**config.mk**
```make
export PLATFORM = sky130hd
export DESIGN_NAME = rxd_prefetch_ctrl
export DESIGN_NICKNAME = d
export VERILOG_FILES = /design/src/rtl/rxd_pf_pkg.sv /design/src/rtl/rxd_ring_level.sv /design/src/rtl/rxd_fetch_sizer.sv /design/src/rtl/rxd_req_fsm.sv /design/src/rtl/rxd_prefetch_ctrl.sv
export SDC_FILE = /design/constraint.sdc
export NUM_CORES = 1
export LEC_CHECK = 0
export ABC_AREA = 1
export CORE_MARGIN = 3
export CORE_UTILIZATION = 50
export CTS_BUF_LIST = sky130_fd_sc_hd__clkbuf_16
export DETAILED_ROUTE_END_ITERATION = 6
export GPL_TIMING_DRIVEN = 0
export HOLD_SLACK_MARGIN = 0.15
export PLACE_DENSITY = 0.87
export SYNTH_ARGS = -nofsm -noshare
export SYNTH_HDL_FRONTEND = slang
export SYNTH_SLANG_ARGS = --single-unit
```
**constraint.sdc**
```tcl
create_clock -name clk -period 11 [get_ports clk]
set_clock_uncertainty 0.2 [all_clocks]
set_input_delay 2.2 -clock clk [delete_from_list [all_inputs] [get_ports clk]]
set_output_delay 2.2 -clock clk [all_outputs]
set_load 0.01 [all_outputs]
```
**src/rtl/rxd_pf_pkg.sv**
```systemverilog
// Package: shared types for the receive descriptor prefetch controller.
// Assumes nothing beyond IEEE 1800-2017 packages.
package rxd_pf_pkg;

    // Handshake phases of the single outstanding fetch.
    typedef enum logic [1:0] {
        PF_IDLE = 2'd0,
        PF_REQ  = 2'd1,
        PF_WAIT = 2'd2
    } pf_state_t;

endpackage

```
**src/rtl/rxd_ring_level.sv**
```systemverilog
// Ring level: works out how many descriptors the host has ready, how many
// ring entries remain before the wrap point, and how much buffer space is free.
// Assumes head < ring_len, tail < ring_len and occ <= DEPTH.
module rxd_ring_level #(
    parameter int IW    = 10,
    parameter int CW    = 7,
    parameter int DEPTH = 64,
    parameter int WW    = 11
) (
    input  logic [IW-1:0] ring_len,
    input  logic [IW-1:0] head,
    input  logic [IW-1:0] tail,
    input  logic [CW-1:0] occ,
    output logic [WW-1:0] ready_cnt,
    output logic [WW-1:0] to_end,
    output logic [WW-1:0] free_cnt
);

    logic [WW-1:0] len_w, head_w, tail_w, occ_w;

    // Widen all operands to a common width.
    always_comb begin
        len_w  = WW'(ring_len);
        head_w = WW'(head);
        tail_w = WW'(tail);
        occ_w  = WW'(occ);
    end

    // Ready descriptors, measured modulo the ring length.
    always_comb begin
        if (tail_w >= head_w) ready_cnt = tail_w - head_w;
        else                  ready_cnt = len_w - head_w + tail_w;
    end

    // Entries left before the ring wraps to index 0.
    always_comb to_end = len_w - head_w;

    // Free buffer slots, clamped at zero.
    always_comb begin
        if (occ_w >= WW'(DEPTH)) free_cnt = '0;
        else                     free_cnt = WW'(DEPTH) - occ_w;
    end

endmodule

```
**src/rtl/rxd_fetch_sizer.sv**
```systemverilog
// Fetch sizer: decides whether a fetch should start now and how many
// descriptors it should cover. Line-oriented trimming applies when
// free space is the binding limit. Assumes LINE is a power of two and the
// ring length is a multiple of LINE.
module rxd_fetch_sizer #(
    parameter int IW    = 10,
    parameter int CW    = 7,
    parameter int DEPTH = 64,
    parameter int LINE  = 4,
    parameter int WW    = 11
) (
    input  logic          clk,
    input  logic          rst_n,
    input  logic [IW-1:0] head,
    input  logic [CW-1:0] occ,
    input  logic [CW-1:0] pthresh,
    input  logic [CW-1:0] hthresh,
    input  logic          bus_busy,
    input  logic [WW-1:0] ready_cnt,
    input  logic [WW-1:0] to_end,
    input  logic [WW-1:0] free_cnt,
    output logic          fire,
    output logic [WW-1:0] cnt
);

    localparam logic [WW-1:0] LINE_MASK = ~WW'(LINE - 1);

    logic [WW-1:0] lim;
    logic [WW-1:0] trim;
    logic [WW-1:0] head_w;
    logic          empty_case;
    logic          pref_case;

    // Smaller of the tail limit and the ring-end limit.
    always_comb begin
        head_w = WW'(head);
        lim    = (ready_cnt < to_end) ? ready_cnt : to_end;
    end

    // Trimmed size used when free space binds; the variant depends on the line size.
    generate
        if (LINE > 1) begin : g_line_trim
            logic [WW-1:0] end_raw;
            logic [WW-1:0] end_al;
            // Pull the end point back to the previous line boundary if one is past the head.
            always_comb begin
                end_raw = head_w + free_cnt;
                end_al  = end_raw & LINE_MASK;
                trim    = (end_al > head_w) ? (end_al - head_w) : free_cnt;
            end
        end else begin : g_no_trim
            // Single-descriptor lines: every size is aligned.
            always_comb trim = free_cnt;
        end
    endgenerate

    // Final count: the full reach if it fits, otherwise the trimmed size.
    always_comb cnt = (lim <= free_cnt) ? lim : trim;

    // Start condition: an empty buffer fetches at once; a prefetch waits for thresholds and an idle bus.
    always_comb begin
        empty_case = (occ == '0);
        pref_case  = (occ <= pthresh) && (ready_cnt >= WW'(hthresh)) && !bus_busy;
        fire       = (ready_cnt != '0) && (free_cnt != '0) && (empty_case || pref_case);
    end

    // a fetch that starts covers at least one entry and stays inside every limit.
    p_cnt_bounds_r6: assert property (@(posedge clk) disable iff (!rst_n)
        fire |-> (cnt != '0) && (cnt <= ready_cnt) && (cnt <= free_cnt) && (cnt <= to_end));

    // a trimmed fetch either ends on a line boundary or takes all free space.
    p_trim_align_r5: assert property (@(posedge clk) disable iff (!rst_n)
        (fire && (cnt < lim) && (cnt != free_cnt)) |-> (((head_w + cnt) & WW'(LINE - 1)) == '0));

endmodule

```
**src/rtl/rxd_req_fsm.sv**
```systemverilog
// Request sequencer: holds one fetch request until it is granted, waits for
// completion, then advances the head index with wrap at the ring length.
// Assumes done_i is pulsed only after the grant of the current request.
module rxd_req_fsm
    import rxd_pf_pkg::*;
#(
    parameter int IW      = 10,
    parameter int CW      = 7,
    parameter int AW      = 32,
    parameter int BYTE_SH = 4,
    parameter int WW      = 11
) (
    input  logic          clk,
    input  logic          rst_n,
    input  logic          fire,
    input  logic [WW-1:0] cnt_in,
    input  logic [AW-1:0] ring_base,
    input  logic [IW-1:0] ring_len,
    input  logic          grant,
    input  logic          done,
    output logic          req_valid,
    output logic [IW-1:0] req_idx,
    output logic [CW-1:0] req_cnt,
    output logic [AW-1:0] req_addr,
    output logic [IW-1:0] head
);

    pf_state_t     state;
    logic [WW-1:0] next_head;

    // Candidate head after completion, wrapped at the ring length.
    always_comb begin
        next_head = WW'(head) + WW'(req_cnt);
        if (next_head >= WW'(ring_len)) next_head = '0;
    end

    // Phase sequencing and latching of the request fields.
    always_ff @(posedge clk) begin
        if (!rst_n) begin
            state    <= PF_IDLE;
            req_idx  <= '0;
            req_cnt  <= '0;
            req_addr <= '0;
            head     <= '0;
        end else begin
            case (state)
                PF_IDLE: begin
                    if (fire) begin
                        state    <= PF_REQ;
                        req_idx  <= head;
                        req_cnt  <= CW'(cnt_in);
                        req_addr <= ring_base + (AW'(head) << BYTE_SH);
                    end
                end
                PF_REQ: begin
                    if (grant) state <= PF_WAIT;
                end
                PF_WAIT: begin
                    if (done) begin
                        state <= PF_IDLE;
                        head  <= IW'(next_head);
                    end
                end
                default: state <= PF_IDLE;
            endcase
        end
    end

    // The request is visible only in the request phase.
    always_comb req_valid = (state == PF_REQ);

    // an ungranted request stays up with unchanged fields.
    p_req_hold_r8: assert property (@(posedge clk) disable iff (!rst_n)
        (req_valid && !grant) |=> req_valid && $stable(req_idx) && $stable(req_cnt) && $stable(req_addr));

    // the head only moves on a completion pulse.
    p_head_move_r9: assert property (@(posedge clk) disable iff (!rst_n)
        !done |=> $stable(head));

endmodule

```
**src/rtl/rxd_prefetch_ctrl.sv**
```systemverilog
// Receive descriptor prefetch controller (top). Joins the ring level
// calculation, the fetch sizer and the request sequencer. Assumes the ring
// length is a non-zero multiple of LINE and occupancy never exceeds DEPTH.
module rxd_prefetch_ctrl #(
    parameter int IW         = 10,
    parameter int AW         = 32,
    parameter int DEPTH      = 64,
    parameter int LINE       = 4,
    parameter int DESC_BYTES = 16,
    parameter int CW         = $clog2(DEPTH + 1)
) (
    input  logic          clk,
    input  logic          rst_n,
    input  logic [AW-1:0] ring_base_i,
    input  logic [IW-1:0] ring_len_i,
    input  logic [IW-1:0] tail_i,
    input  logic [CW-1:0] pthresh_i,
    input  logic [CW-1:0] hthresh_i,
    input  logic [CW-1:0] occ_i,
    input  logic          bus_busy_i,
    output logic          req_valid_o,
    output logic [IW-1:0] req_idx_o,
    output logic [CW-1:0] req_cnt_o,
    output logic [AW-1:0] req_addr_o,
    input  logic          req_grant_i,
    input  logic          done_i,
    output logic [IW-1:0] head_o
);

    localparam int WW      = ((IW + 1) > (CW + 1)) ? (IW + 1) : (CW + 1);
    localparam int BYTE_SH = $clog2(DESC_BYTES);

    logic [WW-1:0] ready_cnt;
    logic [WW-1:0] to_end;
    logic [WW-1:0] free_cnt;
    logic [WW-1:0] size_cnt;
    logic          fire;

    rxd_ring_level #(.IW(IW), .CW(CW), .DEPTH(DEPTH), .WW(WW)) u_level (
        .ring_len  (ring_len_i),
        .head      (head_o),
        .tail      (tail_i),
        .occ       (occ_i),
        .ready_cnt (ready_cnt),
        .to_end    (to_end),
        .free_cnt  (free_cnt)
    );

    rxd_fetch_sizer #(.IW(IW), .CW(CW), .DEPTH(DEPTH), .LINE(LINE), .WW(WW)) u_sizer (
        .clk       (clk),
        .rst_n     (rst_n),
        .head      (head_o),
        .occ       (occ_i),
        .pthresh   (pthresh_i),
        .hthresh   (hthresh_i),
        .bus_busy  (bus_busy_i),
        .ready_cnt (ready_cnt),
        .to_end    (to_end),
        .free_cnt  (free_cnt),
        .fire      (fire),
        .cnt       (size_cnt)
    );

    rxd_req_fsm #(.IW(IW), .CW(CW), .AW(AW), .BYTE_SH(BYTE_SH), .WW(WW)) u_fsm (
        .clk       (clk),
        .rst_n     (rst_n),
        .fire      (fire),
        .cnt_in    (size_cnt),
        .ring_base (ring_base_i),
        .ring_len  (ring_len_i),
        .grant     (req_grant_i),
        .done      (done_i),
        .req_valid (req_valid_o),
        .req_idx   (req_idx_o),
        .req_cnt   (req_cnt_o),
        .req_addr  (req_addr_o),
        .head      (head_o)
    );

    // a request raised with a non-empty buffer never starts while the bus was busy.
    p_defer_busy_r3: assert property (@(posedge clk) disable iff (!rst_n)
        $rose(req_valid_o) |-> (($past(occ_i) == '0) || !$past(bus_busy_i)));

    // a request never runs past the last ring index.
    p_ring_end_r7: assert property (@(posedge clk) disable iff (!rst_n)
        req_valid_o |-> ((WW'(req_idx_o) + WW'(req_cnt_o)) <= WW'(ring_len_i)));

    // a request only drops after a grant.
    p_drop_on_grant_r8: assert property (@(posedge clk) disable iff (!rst_n)
        $fell(req_valid_o) |-> $past(req_grant_i));

    // the address matches the start index.
    p_addr_r10: assert property (@(posedge clk) disable iff (!rst_n)
        req_valid_o |-> (req_addr_o == ring_base_i + (AW'(req_idx_o) << BYTE_SH)));

endmodule

```
=== Word-level counts from Yosys, hierarchy flattened ===
Index checks and enable logic that the tools add are counted.

* Flip-flop bits (word level): 61
* Input port bits: 78
* Output and inout port bits: 60
* Word-level logic and storage cells: 49

* Add/subtract/negate cells: 8
* $lt $le $gt $ge: 8
* Equality and inequality tests: 5
* Muxes and demuxes: 10
* Reductions and logical operators: 13

{| class="wikitable"
|+ Operator list
! cell !! number
|-
| $mux 11 || 3
|-
| $add 32x14->32 || 1
|-
| $reduce_bool 11->1 || 2
|-
| $sub 10x10->11 || 2
|-
| $mux 7 || 2
|-
| $add 10x11->11 || 1
|-
| $add 10x7->11 || 1
|-
| $add 11x10->11 || 1
|-
| $ge 11x10->1 || 1
|-
| $ge 11x7->1 || 1
|-
| $gt 11x10->1 || 1
|-
| $le 11x11->1 || 1
|-
| $lt 11x11->1 || 1
|-
| $ge 10x10->1 || 1
|-
| $mux 10 || 1
|-
| $sub 7x7->8 const A || 1
|-
| $ge 7x7->1 const B || 1
|-
| $le 7x7->1 || 1
|-
| $logic_not 7->1 || 1
|-
| $sub 7x7->7 || 1
|-
| $mux 2 || 3
|-
| $pmux 2 s3 || 1
|-
| $logic_and 1x1->1 || 4
|-
| $ne 2x2->1 const B || 2
|-
| 8 further kinds || 9
|}

=== Longest topological paths before layout ===
* Depth after elaboration: 10
* Depth in mapped cells: 42
* Depth with buffers taken out: 41

=== By module ===
Synthesis repeated with hierarchy kept, for this count alone.

* Cell total of the unflattened synthesis: 1439
* Area total of the unflattened synthesis: 8511.9 µm²

{| class="wikitable"
|+ Modules (own cells, without submodules)
! module !! instances !! cells an instance !! area each (µm²) !! sequential area each (µm²)
|-
| rxd_req_fsm || 1 || 671 || 4209.0 || 1221.2
|-
| rxd_fetch_sizer || 1 || 426 || 2417.3 || 0.0
|-
| rxd_ring_level || 1 || 342 || 1885.6 || 0.0
|}

=== Least setup slack after synthesis ===
OpenSTA, ideal clock, no wires.

* Kind: input -> register
* From: input ring_len_i[2]
* To: register u_fsm.req_cnt[0]
* Setup time: 0.114 ns
* Arrival: 6.994 ns
* Data required time: 10.686 ns
* Slack: 3.692 ns
* Stages: 39
* Buffers on the path: 1
* Path through: ha_1 a21oi_1 o21ai_0 nand4_1 o211ai_1 nand2_1 nand2_1 a21oi_1 xor2_1 inv_1 ha_1 nand2_1 nor2_1 inv_1 nor2_1 nand2_1 nand3_1 inv_1 (+3 left out) inv_1 ha_1 a21oi_1 o221a_2 nand2_1 buf_4 nand2_1 o21ai_0 ha_1 nand2_1 nor4_1 nand4_1 nand2_1 inv_1 nand3_1 nand3_1 a21oi_1 nor2_1

* Word-level cells in the longest chain between the ends: 9
* Elaborated cells on any way between the ends: 15
* Those cells by class: 2 x add/sub; 3 x order compare; 3 x mux; 7 x reduce/logical

{| class="wikitable"
|+ Ends and longest elaborated chain
! what !! line !! RTL
|-
| start, declared || rxd_prefetch_ctrl.sv:15 || <nowiki>input logic [IW-1:0] ring_len_i,</nowiki>
|-
| $sub 10x10->11 (*) || rxd_ring_level.sv:32, rxd_ring_level.sv:36 ||
|-
| parallel branches: the longest is 8 deep, another holds $add 11x10->11 || - ||
|-
| end signal, assigned || rxd_req_fsm.sv:51 || <nowiki>req_cnt <= CW'(cnt_in);</nowiki>
|-
| end, declared || rxd_req_fsm.sv:23 || <nowiki>output logic [CW-1:0] req_cnt,</nowiki>
|}

Mark *: on every way between the ends.
A chain may end at the register's enable or synchronous reset.

=== Worst setup path in the final report ===
* From: input ring_len_i[2]
* To: register u_fsm.req_cnt[6]

Same word-level chain as after synthesis.

==> out/metrics.csv <==
metric,value,unit
Worst-Skew Late Latency,0.33,ns
worst min-delay path startpoint,u_fsm.req_addr[27]$_SDFFE_PN0P_,
clock tree buffer depth,2,
# clock sinks,61,
Compound-Gate Fraction of Synth Area,0.126,
Leak Pwr,0.00464,uW
RSZ-0062 raised after global routing,false,
Core ar.,14100,um2
hpwl dp,17.8,mm
top_reg_cell synth,dfxtp_1,
clock transition at the registers of the reported paths,0.05,ns
largest family of logic cells by synthesized area,simple AND/OR/NAND/NOR gates,
total gr overflow,0,
Mapped Cells,1164,
Post-CTS Hold Buffers,0,
Die H,128,um
fmax,115,MHz
first drt pass iteration count,5,
setup TNS,0,ns
routed length per instance,14.6,um
worst slew pin tran,0.739,ns
final hold viol count,0,
crit path capture type,register,
DP Area,9000,um2
vias per cell,5.41,
crit-path max cell delay,0.47,ns
global placer's final weighted congestion,0.936,
Reg-to-Reg Start,u_fsm.head[1]$_SDFFE_PN0P_,
Post-Synth Adder-Cell Area,0.201,
Avg Synthesized Cell Area,6.35,um2
top sig layer,met4,
initial antenna violation count,0,
critical path's most frequent cell,nand2_1,
synthesis-stage register bit count,61,
Clock Tree Root,clkbuf_16,
"setup slack, reg-to-reg",3.59,ns
simple-gate share of the synthesized area,0.321,
# resized after CTS,0,
antenna cells,0,
number of global-route vias before repair,7592,
post-synth design cell area,7390,um2
r2r worst-path depth,40,
"Seq/Total Area, Yosys",0.165,
hold crit path type,reg -> reg,
met2 wire length,10.2,mm
Rows,43,
Worst Path Required,11.01,ns
max_slew headroom,0.505,
largest net degree at the start of global routing,11,
met3 wire length,1.60,mm
I/O pin total,138,
pwr dens,104,nW/um2
Ys Warns,0,
CTS buffer count,9,
crit path buf inv count,7,
I/O Buffers,137,
R2R Path End,u_fsm.req_cnt[6]$_SDFFE_PN0P_,
CTS tree,done,
Post-synth EDFFs,0,
crit path kind,in -> reg,
Synth Area in XOR/XNOR,0.0747,
endpoint of the worst hold path,u_fsm.req_addr[27]$_SDFFE_PN0P_,
Hold Slack,0.279,ns
Worst EP arrival,8.74,ns
CP max FO,10,
post-route cell area,9250,um2
M1 WL,9.40,mm
CP top delay family,simple AND/OR/NAND/NOR gates,
DRT antenna net count,0,
die footprint,16300,um2
area grow syn2layout,25.2,%
share of cells above drive strength 1,0.0371,
residual DRC count,0,
mux cell area share after synthesis,0,
first-pass GRT wire length,35.5,mm
final core utilization,0.654,
outcome,completed,
asr flop ratio synth,0,
Die Width,128,um
htree depth,3,
Initial Utilization,0.522,
Synth cell types,51,
endpoints failing setup,0,
"Power, Total",958,uW
DR iter-0 viols,616,
Post-CTS Setup Inserts,0,
max-slew violations,0,
layout net count,1511,
minimum clock period,8.73,ns
CP max stage cell,clkdlybuf4s50_1,
vias after detailed routing,8109,
Total GRT Usage,0.267,
Routed WL,21.9,mm
VDD IR max,0.0505,mV
Max-Cap Viols,0,
Startpoint Class,primary input,
worst hold stages,2,
Final Cycle Share,0.794,
Filler Cells Inserted,1310,
tightest hold or removal path, cell delays in order, from the launching register on:
cell and delay (ns):
dfxtp_1 0.32, nor2_1 0.05, nor2_1 0.08
final cells by class:
type / count / area (um2) / share of cell area
buffer: 17 / 126 / 0.0137
clock buffer: 9 / 225 / 0.0243
clock inverter: 5 / 21.3 / 0.00230
inverter: 184 / 693 / 0.0749
multi-input combinational: 907 / 5370 / 0.580
sequential: 61 / 1220 / 0.132
tap: 180 / 225 / 0.0243
timing repair buffer: 137 / 1370 / 0.148
state kept, by name (all words and copies together) (netlist names):
| register | count |
|---|---|
| u_fsm.req_addr | 32 |
| u_fsm.head | 10 |
| u_fsm.req_idx | 10 |
| u_fsm.req_cnt | 7 |
| u_fsm.state | 2 |
synthesized netlist by cell type, types with 5 or more instances:
master	n	share of area
nand2_1	255	0.13
inv_1	178	0.090
nor2_1	137	0.070
ha_1	111	0.19
nand3_1	95	0.064
a21oi_1	79	0.054
dfxtp_1	61	0.17
o21ai_0	42	0.028
xor2_1	40	0.047
xnor2_1	23	0.027
o21ai_1	20	0.014
nor3_1	19	0.013
nand4_1	17	0.014
clkbuf_1	6	0.0030
nand2_2	6	0.0051
nand3b_1	6	0.0061
fa_1	5	0.014
o21bai_1	5	0.0051
placed cells by master (no fill, tap or decap), types with 4 or more instances in the layout:
cell type        Yosys  layout
xnor2_1             23      23
nand2_2              6       6
nand3_1             95      95
nand2_1            255     255
clkbuf_1             6       6
clkbuf_16            0       9
fa_1                 5       5
nand4_1             17      17
inv_2                4       4
a31oi_1              4       4
nor2_1             137     137
a21oi_1             79      79
inv_1              178     179
ha_1               111     111
o21bai_1             5       5
xor2_1              40      40
clkdlybuf4s50_1      0     137
o21ai_1             20      20
dfxtp_1             61      61
nor3_1              19      19
o21ai_0             42      42
conb_1               2       7
nand3b_1             6       6
report_power, final:
part / internal, uW / leakage [uW] / switching (uW)
registers: 245 / 0.000500 / 15.3
logic: 196 / 0.00401 / 263
clock network: 146 / 0.000127 / 92.2
total: 588 / 0.00464 / 370
cells by family (layout without fill, tap and decap cells):
| family | after synthesis | after routing |
|---|---|---|
| xor+xnor | 63 | 63 |
| flops | 61 | 61 |
| fa+ha+maj | 116 | 116 |
| simple gates | 551 | 551 |
| compound gates | 170 | 170 |
| buf+inv | 201 | 352 |
| other cells | 2 | 7 |
worst max path at each step:
stage,startpoint,end,slack (ns),cells after the start
floorplan,ring_len_i[2],u_fsm.req_cnt[0]$_SDFFE_PN0P_,3.69,39
global placement,ring_len_i[2],u_fsm.req_cnt[6]$_SDFFE_PN0P_,2.27,40
detailed placement,ring_len_i[2],u_fsm.req_cnt[6]$_SDFFE_PN0P_,2.09,40
CTS,ring_len_i[2],u_fsm.req_cnt[6]$_SDFFE_PN0P_,2.41,40
global route,ring_len_i[2],u_fsm.req_cnt[2]$_SDFFE_PN0P_,1.80,40
finish,ring_len_i[2],u_fsm.req_cnt[6]$_SDFFE_PN0P_,2.27,40
stage by stage:
stage | setup slack, ns | cells
final | 2.27 | 1500
after global placement | 2.27 | 1486
after floorplan | 3.69 | 1169
after CTS | 2.41 | 1500
after detailed placement | 2.09 | 1486
after global routing | 1.80 | 1500
layer usage:
metal / track usage / up-vias
met1: 0.338 / 3633
met5: 0 / -
met2: 0.460 / 321
met3: 0.0410 / 63
met4: 0.0986 / 0
li1: - / 4092
No activity file was read; power rests on OpenSTA's default activity.
